--- config.mk ---
export PLATFORM = sky130hd
export DESIGN_NAME = vdac_level_enc
export DESIGN_NICKNAME = d
export VERILOG_FILES = /design/src/rtl/vdac_pkg.sv /design/src/rtl/vdac_in_reg.sv /design/src/rtl/vdac_class_sel.sv /design/src/rtl/vdac_chan_level.sv /design/src/rtl/vdac_level_enc.sv
export SDC_FILE = /design/constraint.sdc
export NUM_CORES = 1
export LEC_CHECK = 0
export CORE_UTILIZATION = 45
export DETAILED_ROUTE_END_ITERATION = 16
export PLACE_DENSITY_LB_ADDON = 0.25
export SYNTH_ARGS = -nofsm -noshare
export SYNTH_HDL_FRONTEND = slang
export SYNTH_HIERARCHICAL = 1
export SYNTH_SLANG_ARGS = --single-unit
--- constraint.sdc ---
create_clock -name clk -period 4.9 [get_ports clk]
set_clock_uncertainty 0.1 [all_clocks]
set_input_delay 1.47 -clock clk [delete_from_list [all_inputs] [get_ports clk]]
set_output_delay 1.47 -clock clk [all_outputs]
set_load 0.03 [all_outputs]
--- src/rtl/vdac_pkg.sv ---
package vdac_pkg;

    // Classification of a captured pixel sample
    typedef enum logic [1:0] {
        PC_BLANK  = 2'd0,
        PC_WHITE  = 2'd1,
        PC_ACTIVE = 2'd2
    } pix_class_e;

    // Captured video controls
    typedef struct packed {
        logic blank_n;
        logic sync_n;
        logic ref_white;
    } vid_ctrl_t;

    localparam int NUM_CH   = 3;
    localparam int CH_GREEN = 1;

    localparam int SYNC_NONE  = 0;
    localparam int SYNC_GREEN = 1;
    localparam int SYNC_ALL   = 2;

endpackage

--- src/rtl/vdac_in_reg.sv ---
module vdac_in_reg
    import vdac_pkg::*;
#(
    parameter int DATA_W = 8,
    parameter int CH_N   = 3
) (
    input  logic                     clk,
    input  logic                     rst,
    input  logic [CH_N*DATA_W-1:0]   pix_d,
    input  vid_ctrl_t                ctrl_d,
    output logic [CH_N*DATA_W-1:0]   pix_q,
    output vid_ctrl_t                ctrl_q
);

    always_ff @(posedge clk) begin
        if (rst) begin
            pix_q          <= '0;
            ctrl_q.blank_n <= 1'b0;
            ctrl_q.sync_n  <= 1'b0;
            ctrl_q.ref_white <= 1'b0;
        end else begin
            pix_q  <= pix_d;
            ctrl_q <= ctrl_d;
        end
    end

endmodule

--- src/rtl/vdac_class_sel.sv ---
module vdac_class_sel
    import vdac_pkg::*;
(
    input  vid_ctrl_t  ctrl,
    output pix_class_e cls
);

    // Blank outranks reference white; sync does not take part
    always_comb begin
        unique case ({ctrl.blank_n, ctrl.ref_white})
            2'b00, 2'b01: cls = PC_BLANK;   // ENTER_BLANK
            2'b11:        cls = PC_WHITE;   // FORCE_WHITE
            default:      cls = PC_ACTIVE;  // SHOW_DATA
        endcase
    end

endmodule

--- src/rtl/vdac_chan_level.sv ---
module vdac_chan_level
    import vdac_pkg::*;
#(
    parameter int DATA_W   = 8,
    parameter int OUT_W    = 9,
    parameter int PEDESTAL = 21,
    parameter int SYNC_OFS = 111,
    parameter bit SYNC_EN  = 1'b0
) (
    input  pix_class_e         cls,
    input  logic               sync_n,
    input  logic [DATA_W-1:0]  data,
    output logic [OUT_W-1:0]   level
);

    localparam logic [OUT_W-1:0] PED_L  = OUT_W'(PEDESTAL);
    localparam logic [OUT_W-1:0] SYNC_L = OUT_W'(SYNC_OFS);

    logic [OUT_W-1:0] base;
    logic [OUT_W-1:0] ped;
    logic [OUT_W-1:0] sync_add;

    always_comb begin
        unique case (cls)
            PC_BLANK: begin
                base = '0;
                ped  = '0;
            end
            PC_WHITE: begin
                base = OUT_W'({DATA_W{1'b1}});
                ped  = PED_L;
            end
            default: begin
                base = OUT_W'(data);
                ped  = PED_L;
            end
        endcase
        sync_add = (SYNC_EN && sync_n) ? SYNC_L : '0;
        level    = base + ped + sync_add;
    end

endmodule

--- src/rtl/vdac_level_enc.sv ---
module vdac_level_enc
    import vdac_pkg::*;
#(
    parameter int DATA_W    = 8,
    parameter int OUT_W     = 9,
    parameter int PEDESTAL  = 21,
    parameter int SYNC_OFS  = 111,
    parameter int SYNC_MODE = 1
) (
    input  logic              clk,
    input  logic              rst,
    input  logic [DATA_W-1:0] red_in,
    input  logic [DATA_W-1:0] grn_in,
    input  logic [DATA_W-1:0] blu_in,
    input  logic              blank_n,
    input  logic              sync_n,
    input  logic              ref_white,
    output logic [OUT_W-1:0]  red_lvl,
    output logic [OUT_W-1:0]  grn_lvl,
    output logic [OUT_W-1:0]  blu_lvl
);

    localparam int PIX_W = NUM_CH * DATA_W;

    logic [PIX_W-1:0]  pix_q;
    vid_ctrl_t         ctrl_d;
    vid_ctrl_t         ctrl_q;
    pix_class_e        cls;
    logic [OUT_W-1:0]  lvl [NUM_CH];

    assign ctrl_d.blank_n   = blank_n;
    assign ctrl_d.sync_n    = sync_n;
    assign ctrl_d.ref_white = ref_white;

    vdac_in_reg #(
        .DATA_W (DATA_W),
        .CH_N   (NUM_CH)
    ) u_in_reg (
        .clk    (clk),
        .rst    (rst),
        .pix_d  ({blu_in, grn_in, red_in}),
        .ctrl_d (ctrl_d),
        .pix_q  (pix_q),
        .ctrl_q (ctrl_q)
    );

    vdac_class_sel u_class (
        .ctrl (ctrl_q),
        .cls  (cls)
    );

    for (genvar ch = 0; ch < NUM_CH; ch++) begin : g_chan
        localparam bit CH_SYNC = (SYNC_MODE == SYNC_ALL) ||
                                 ((SYNC_MODE == SYNC_GREEN) && (ch == CH_GREEN));
        vdac_chan_level #(
            .DATA_W   (DATA_W),
            .OUT_W    (OUT_W),
            .PEDESTAL (PEDESTAL),
            .SYNC_OFS (SYNC_OFS),
            .SYNC_EN  (CH_SYNC)
        ) u_lvl (
            .cls    (cls),
            .sync_n (ctrl_q.sync_n),
            .data   (pix_q[ch*DATA_W +: DATA_W]),
            .level  (lvl[ch])
        );
    end

    assign red_lvl = lvl[0];
    assign grn_lvl = lvl[1];
    assign blu_lvl = lvl[2];

endmodule

==> flow_summary.toml, run 1 <==
[clocking]
clock-root-buffer = "clkbuf_4"
tritoncts = "done"
cts_inserted_buffers = 3
cts.sinks = 27
clk_pin_slew_ns = 0.14
cts_setup_buffers = 0
cts_htree_levels = 1
cts.path.max_buffers = 2

[layout]
nets = 294
syn_to_final_growth_pct = 38.4
antenna_cells = 0
drive_above_1_share_pct = 8.06
utilization_pct = 66.3
fin_area_sq_um = 2250

[sta]
slew_headroom_pct = 43.8
post-route-period-util_pct = 96.5
finalSetupViolCount = 0
final_max_slew_viol_count = 0
min_period_ns = 4.73
worst_pin_slew_ns = 0.840
rsz0062_at_grt = "true"
max_freq_mhz = 212
hold_viol = 0

[grt]
gr-total-overflow = 0
grt_max_degree = 28
grt_pass1_wl_um = 4830
grt_pass1_vias = 1232
antenna_found_initial = 0
grt_usage_pct = 16.8

[detailed_routing]
postRouteAntennaNets = 0
wl_per_cell_um = 10.5
drt_pass1_iterations = 4
drc = 0
num_vias = 1444
wirelength_um = 3080
via_per_inst = 4.91
drt_first_iter_violations = 49

[worst_setup_path]
crit_type = "flop to primary output"
worstPathArrival_ns = 3.16
startpoint_type = "flop"
critPathSlowestCell = "fa_1"
cp_max_fo = 7
crit_chain = "and2b_2 -> nand2b_1 -> a21boi_0 -> fa_1 -> inv_1 -> ha_1 -> inv_1 -> fa_1 -> nor2b_1 -> o31a_1 -> nor4_1 -> a311o_1 -> buf_2"
worst_ep_required_time_ns = 3.33
endpoint_kind = "primary output"
crit_path_start = "u_in_reg/ctrl_q[0]$_SDFF_PP0_"
crit_end = "grn_lvl[7]"
cpPeakStageDelay_ns = 0.39

[placed_design]
dpl_cell_area_sq_um = 2220
gp_congestion = 0.777
port_buffers = 55
place_hpwl_um = 2480

[floorplan]
core_sq_um = 3390
initial_utilization_pct = 47.9
pin_count = 56
die-area_sq_um = 3850
fp.dieW_um = 62.1
die_h_um = 62.1
rows = 21

[power_and_ir_drop]
combPwrFrac_pct = 32.3
p_leak_nw = 0.984
p_sw_share_pct = 30.6
p_clk_share_pct = 18.8
vdd_drop_max_uv = 155
seqPwrFrac_pct = 48.8
netSwitchingPower_w = 0.000150
p_int_w = 0.000341
powerDensity_nw_per_um2 = 219

[logic_synthesis]
synth_edf_count = 0
synth_area_leaders = "dfxtp_1 33%, ha_1 10%, nor2b_1 8.9%, nand2_1 6.9%, and2b_2 4.3%"
synthCells = 190
synth_top_area_share_pct = 33.3
ys_types = 33
async_flop_share_pct = 0
ys.flop_type = "dfxtp_1"
synth_most_common_cell = "nand2_1"
synth_common_cells = "30 x nand2_1, 27 x dfxtp_1, 23 x nor2b_1"
synth_area_per_cell_sq_um = 8.54
synth_area_sq_um = 1620
ys_ff_latch = 27
synth_top_cell_by_area = "dfxtp_1"
yosys_warnings = 6
synth_nets = 235
synth-seq-area-share_pct = 33.3

[worst_hold_path]
min-delay-path-class = "input port to flop"
worstHoldStart = "grn_in[3]"

[status]
outcome = "finished, final reports clean"

[flow_run]
cap_violations = 0
[layout by cell type (no fill, tap or decap), types with 2 or more instances in the layout]
master and instances:
fa_1 3, or2b_1 4, and2_1 2, nor2_1 7
xor2_1 2, nand2_1 30, o31ai_1 4, a21oi_2 2
buf_4 2, nor2b_1 23, clkdlybuf4s50_1 51, o21ai_0 8
or3_2 2, a211oi_1 2, a31oi_1 2, or4_1 2
dlymetal6s2s_1 2, xnor2_1 7, ha_1 13, inv_1 14
a21oi_1 10, dfxtp_1 27, clkbuf_4 3, and2b_2 8
mux2i_1 2, a21boi_0 3
[through the flow]
stage	instances	setup WS [ns]	power [W]	hold slack, ns	setup TNS (ns)
6_report	294	0.173	0.000492	1.59	0
5_1_grt	294	-0.0416	0.000521	1.58	-0.0416
4_1_cts	294	0.0487	0.000498	1.58	0
3_5_place_dp	290	0.0977	0.000407	1.93	0
3_3_place_gp	290	0.156	0.000404	1.93	0
2_1_floorplan	190	0.414	0.000341	1.50	0
[cells by family after synthesis]
family,after synthesis,share of synthesized area [%]
buffers and inverters,17,4.93
multiplexers,2,1.23
XOR/XNOR,9,4.86
adder cells (fa/ha/maj),16,13.7
AND/OR/NAND/NOR,84,28.5
AO/OA/AOI/OAI,35,13.5
flip-flops,27,33.3
[worst min path at each step]
stage                     cells after the start                            end  slack (ns)
after floorplan                               1  u_in_reg/pix_q[10]$_SDFF_PP0_        1.50
after global placement                        2   u_in_reg/pix_q[2]$_SDFF_PP0_        1.93
after detailed placement                      2  u_in_reg/pix_q[20]$_SDFF_PP0_        1.93
after CTS                                     2  u_in_reg/pix_q[20]$_SDFF_PP0_        1.58
after global routing                          2  u_in_reg/pix_q[15]$_SDFF_PP0_        1.58
final                                         2  u_in_reg/pix_q[11]$_SDFF_PP0_        1.59
[per-layer routing]
metal  vias up  wire length [um]  global-route usage, %  share of wire [%]
met5         -                 0                      0                  0
met4         0                34                   5.71                1.1
met2        32              1610                   32.2                 52
met3         4               140                   2.90                4.6
li1        745                 -                      -                  -
met1       663              1290                   18.5                 42
[state kept, by name, summed over array words and instances (netlist names)]
name             flops
u_in_reg/pix_q      24
u_in_reg/ctrl_q      3
[power by group through the flow]
stage,registers [W],logic (W),clock network (W)
after detailed placement,0.000245,0.000162,0
final,0.000240,0.000159,0.0000926
after CTS,0.000240,0.000162,0.0000966
after global placement,0.000245,0.000160,0
after global routing,0.000242,0.000175,0.000103
after floorplan,0.000243,0.0000986,0
[final cells by class]
class / instances / area (sq um)
multi-input combinational: 146 / 1000
sequential: 27 / 541
tap: 46 / 57.6
inverter: 14 / 52.6
clock buffer: 4 / 26.3
fill: 293 / 1140
timing repair buffer: 57 / 564
[repair_timing]
item                                    4_1_cts  5_1_grt
endpoints found under the setup margin        3        3
resized for setup                             5        4
hold buffers                                  0        0
[worst max-delay path: cells and delay by family (launching register included)]
kind	cells	cell delay, ns
buf+inv	3	0.29
fa+ha+maj	3	0.90
flops	1	0.34
compound gates	3	0.65
simple gates	4	0.67
Note: power is estimated with default switching activity, not from simulation.
==> run 2: changes to the inputs <==
--- a/config.mk
+++ b/config.mk
@@ -8,6 +8,7 @@
 export CORE_UTILIZATION = 45
 export DETAILED_ROUTE_END_ITERATION = 16
 export PLACE_DENSITY_LB_ADDON = 0.25
+export SLEW_MARGIN = 5
 export SYNTH_ARGS = -nofsm -noshare
 export SYNTH_HDL_FRONTEND = slang
 export SYNTH_HIERARCHICAL = 1
==> constraint.sdc (replaced) <==
create_clock -name clk -period 4.9 [get_ports clk]
set_clock_uncertainty 0.1 [all_clocks]
set_input_delay 0.98 -clock clk [delete_from_list [all_inputs] [get_ports clk]]
set_output_delay 0.98 -clock clk [all_outputs]
set_load 0.03 [all_outputs]
==> run 2 against run 1 <==
Effect of this change:
- critical path depth decreased by 2
- worst setup slack improved by 0.095 ns
- highest routed layer unchanged
- global-route usage decreased by 0.087 points
- clock-buffer cell count unchanged
- wire length increased by 1.5%
- clock power increased by 0.5%
- critical path type unchanged
==> flow_summary.toml, run 2 (synthesized netlist as in run 1, its figures left out) <==
[clocking]
cts.sinks = 27
cts_setup_buffers = 0
hold_buffers = 0
cts_htree_levels = 1
clock-root-buffer = "clkbuf_4"
clk_pin_slew_ns = 0.14
cts.path.max_buffers = 2
cts_inserted_buffers = 3
tritoncts = "done"

[sta]
rsz0062_at_grt = "false"
fin_ws_ns = 0.268
finalSetupViolCount = 0
post-route-period-util_pct = 94.5
hold_viol = 0
final_max_slew_viol_count = 0
worst_pin_slew_ns = 0.798
slew_headroom_pct = 46.6
min_period_ns = 4.63
max_freq_mhz = 216
finalSetupTns_ns = 0

[layout]
top_regs = "u_in_reg/pix_q: 24 flops, u_in_reg/ctrl_q: 3 flops"
max_flop_register = "u_in_reg/pix_q"
antenna_cells = 0
layout_common_cells = "53 x clkdlybuf4s50_1, 30 x nand2_1, 27 x dfxtp_1"
drive_above_1_share_pct = 6.50
nets = 292
largest_register_ff_count = 24
syn_to_final_growth_pct = 37.5
final.fill_count = 302
final_common_cell = "clkdlybuf4s50_1"
stdcell_count = 292
utilization_pct = 65.9

[grt]
grt_max_degree = 28
antenna_found_initial = 0
grt_usage_pct = 16.7
grt_pass1_vias = 1237
gr-total-overflow = 0
grt_pass1_wl_um = 4770

[floorplan]
die-area_sq_um = 3850
core_sq_um = 3390
rows = 21
fp.dieW_um = 62.1
die_h_um = 62.1
pin_count = 56
initial_utilization_pct = 47.9

[detailed_routing]
drt_first_iter_violations = 46
drc = 0
postRouteAntennaNets = 0
num_vias = 1414
wirelength_um = 3120
via_per_inst = 4.84
drt_pass1_iterations = 4
wl_per_cell_um = 10.7

[power_and_ir_drop]
p_leak_nw = 0.953
powerDensity_nw_per_um2 = 221
vdd_drop_max_uv = 149
p_total_w = 0.000493

[worst_hold_path]
min-delay-path-class = "input port to flop"

[status]
outcome = "finished, final reports clean"

[placed_design]
port_buffers = 55
dp_slack_ns = 0.268
place_hpwl_um = 2400
place_inst = 288
gp_congestion = 0.779

[flow_run]
cap_violations = 0

[worst_setup_path]
crit_type = "flop to primary output"
endpoint_kind = "primary output"
worstPathArrival_ns = 3.55
worst_ep_required_time_ns = 3.82
cp_max_fo = 26
startpoint_type = "flop"
-- run 2: power breakdown --
group / switching, W / internal, W
Clock: 0.0000613 / 0.0000318
Sequential: 0.00000860 / 0.000231
Combinational: 0.0000811 / 0.0000786
-- run 2: cell type report --
class,count,area (sq um),share of cell area (%)
Multi-Input combinational cell,146,1000,45.0
Sequential cell,27,541,24.2
Tap cell,46,57.6,2.58
Inverter,14,52.6,2.35
Clock buffer,4,26.3,1.18
Timing Repair Buffer,55,552,24.7
-- run 2: final timing paths --
kind	startpoint	end	slack, ns	cells past startpoint
worst max-delay path	u_in_reg/ctrl_q[0]$_SDFF_PP0_	grn_lvl[7]	0.27	11
worst min-delay path	blu_in[6]	u_in_reg/pix_q[22]$_SDFF_PP0_	1.09	2
-- run 2: through the flow --
stage / area (sq um) / hold slack, ns
6_report: 2230 / 1.09
5_1_grt: 2230 / 1.09
4_1_cts: 2230 / 1.08
3_5_place_dp: 2200 / 1.44
3_3_place_gp: 2200 / 1.44
2_1_floorplan: 1620 / 1.01
-- run 2: timing repair --
| action | in CTS | in global routing |
|---|---|---|
| endpoints found under the setup margin | 1 | 3 |
| endpoints found under the hold margin | 0 | 0 |
| gates resized for setup | 1 | 2 |
| pin swaps | 0 | 0 |
-- run 2: critical path, cell delays in order (launching register included) --
cell and delay, ns:
dfxtp_1 0.33, and2b_4 0.41, nand2b_1 0.28, nand2_1 0.11, fa_1 0.51, inv_1 0.07
fa_1 0.46, nor2b_1 0.17, o31a_1 0.18, nor4_1 0.06, a311o_1 0.31, dlygate4sd2_1 0.35
-- run 2: routing by layer --
layer	global-route usage, %	vias up	routed length [um]
li1	-	740	-
met4	6.67	0	24
met5	0	-	0
met3	2.28	2	100
met2	32.2	34	1650
met1	18.2	638	1350
==> run 3: changes to the inputs <==
--- a/config.mk
+++ b/config.mk
@@ -5,8 +5,9 @@
 export SDC_FILE = /design/constraint.sdc
 export NUM_CORES = 1
 export LEC_CHECK = 0
-export CORE_UTILIZATION = 45
+export CORE_UTILIZATION = 49
 export DETAILED_ROUTE_END_ITERATION = 16
+export DONT_BUFFER_PORTS = 1
 export PLACE_DENSITY_LB_ADDON = 0.25
 export SLEW_MARGIN = 5
 export SYNTH_ARGS = -nofsm -noshare
==> run 3 against run 2 <==
Effect of this change:
- worst hold slack worse by 0.47 ns
- critical endpoint unchanged
- wire length is 8.8% lower
- first-iteration DRC count is 11% higher
- design area shrank 25%
- via count is 14% lower
- combinational power fell by 33%
- flip-flop and latch count unchanged
- critical path type unchanged
==> flow_summary.toml, run 3 (synthesized netlist as in run 1, its figures left out) <==
[status]
outcome = "finished, final reports clean"

[worst_setup_path]
cpLargestDelayFamily = "simple AND/OR/NAND/NOR gates"
cpPeakStageDelay_ns = 0.53
critPathSlowestCell = "fa_1"
crit_chain = "and2b_2 -> nand2b_1 -> nand2_1 -> fa_1 -> inv_1 -> fa_1 -> nor2b_1 -> o31a_1 -> nor4_1 -> a311o_1"
endpoint_kind = "primary output"
critical_path_buf_inv_count = 1
cp_max_fo = 26
worst_ep_required_time_ns = 3.82
startpoint_type = "flop"
critical_path.most_common_cell = "fa_1"
crit_type = "flop to primary output"
worstPathArrival_ns = 3.40

[floorplan]
rows = 20
die_h_um = 59.6
pin_count = 56
die-area_sq_um = 3550
fp.dieW_um = 59.6
initial_utilization_pct = 52.3
core_sq_um = 3100

[grt]
grt_pass1_wl_um = 4540
antenna_found_initial = 0
grt_pass1_vias = 1110
grt_usage_pct = 16.8
grt_max_degree = 28
gr-total-overflow = 0

[detailed_routing]
drt_pass1_iterations = 4
num_vias = 1215
wirelength_um = 2850
drt_first_iter_violations = 51
via_per_inst = 5.17
postRouteAntennaNets = 0
wl_per_cell_um = 12.1
drc = 0

[clocking]
cts_htree_levels = 1
hold_buffers = 0
cts_resized = 0
clk_pin_slew_ns = 0.12
cts_setup_buffers = 0
cts_inserted_buffers = 3
cts.sinks = 27
cts.path.max_buffers = 2
clock-root-buffer = "clkbuf_4"
tritoncts = "done"

[sta]
final_max_slew_viol_count = 0
finalSetupTns_ns = 0
finalSetupViolCount = 0
slew_headroom_pct = 30.5
rsz0062_at_grt = "false"
min_period_ns = 4.48
max_freq_mhz = 223
fin_hold_ws_ns = 0.627
hold_viol = 0
worst_pin_slew_ns = 1.03
post-route-period-util_pct = 91.5

[placed_design]
port_buffers = 0
gp_congestion = 0.784
place_hpwl_um = 2320
dpl_cell_area_sq_um = 1650

[layout]
final_common_cell = "nand2_1"
nets = 237
antenna_cells = 0
largest_register_ff_count = 24
max_flop_register = "u_in_reg/pix_q"
drive_above_1_share_pct = 8.38
fin_area_sq_um = 1680
syn_to_final_growth_pct = 3.32
utilization_pct = 54.0
top_regs = "u_in_reg/pix_q: 24 flops, u_in_reg/ctrl_q: 3 flops"
layout_common_cells = "30 x nand2_1, 27 x dfxtp_1, 23 x nor2b_1"

[power_and_ir_drop]
vdd_drop_max_uv = 174
p_leak_nw = 0.734
p_total_w = 0.000434
powerDensity_nw_per_um2 = 259

[worst_hold_path]
min-delay-path-class = "input port to flop"

[flow_run]
cap_violations = 0
## run 3: final cells by class
cell class	count	area (sq um)
fillers	315	1430
multi-input cells	146	1000
flip-flops and latches	27	541
well taps	44	55.1
inverters	14	52.6
clock buffers	4	26.3
## run 3: through the flow
stage | setup slack [ns] | instances
finish | 0.418 | 235
global placement | 0.853 | 231
detailed placement | 0.740 | 231
floorplan | 0.904 | 190
global route | 0.162 | 235
CTS | 0.392 | 235
## run 3: metal layers
layer / wire [um] / vias up / track usage (%) / share of wire [%]
met3: 193 / 6 / 4.15 / 6.8
met1: 1180 / 542 / 18.7 / 42
li1: - / 629 / - / -
met5: 0 / - / 0 / 0
met2: 1420 / 38 / 29.7 / 50
met4: 55 / 0 / 8.31 / 1.9
## run 3: worst paths after layout
| kind | end | slack, ns | cells past startpoint | start |
|---|---|---|---|---|
| setup / recovery | grn_lvl[7] | 0.42 | 10 | u_in_reg/ctrl_q[0]$_SDFF_PP0_ |
| hold / removal | u_in_reg/pix_q[20]$_SDFF_PP0_ | 0.63 | 1 | rst |
## run 3: power breakdown
part / switching [W] / internal (W)
clock: 0.0000553 / 0.0000317
sequential: 0.00000891 / 0.000231
combinational: 0.0000728 / 0.0000338
total: 0.000137 / 0.000297
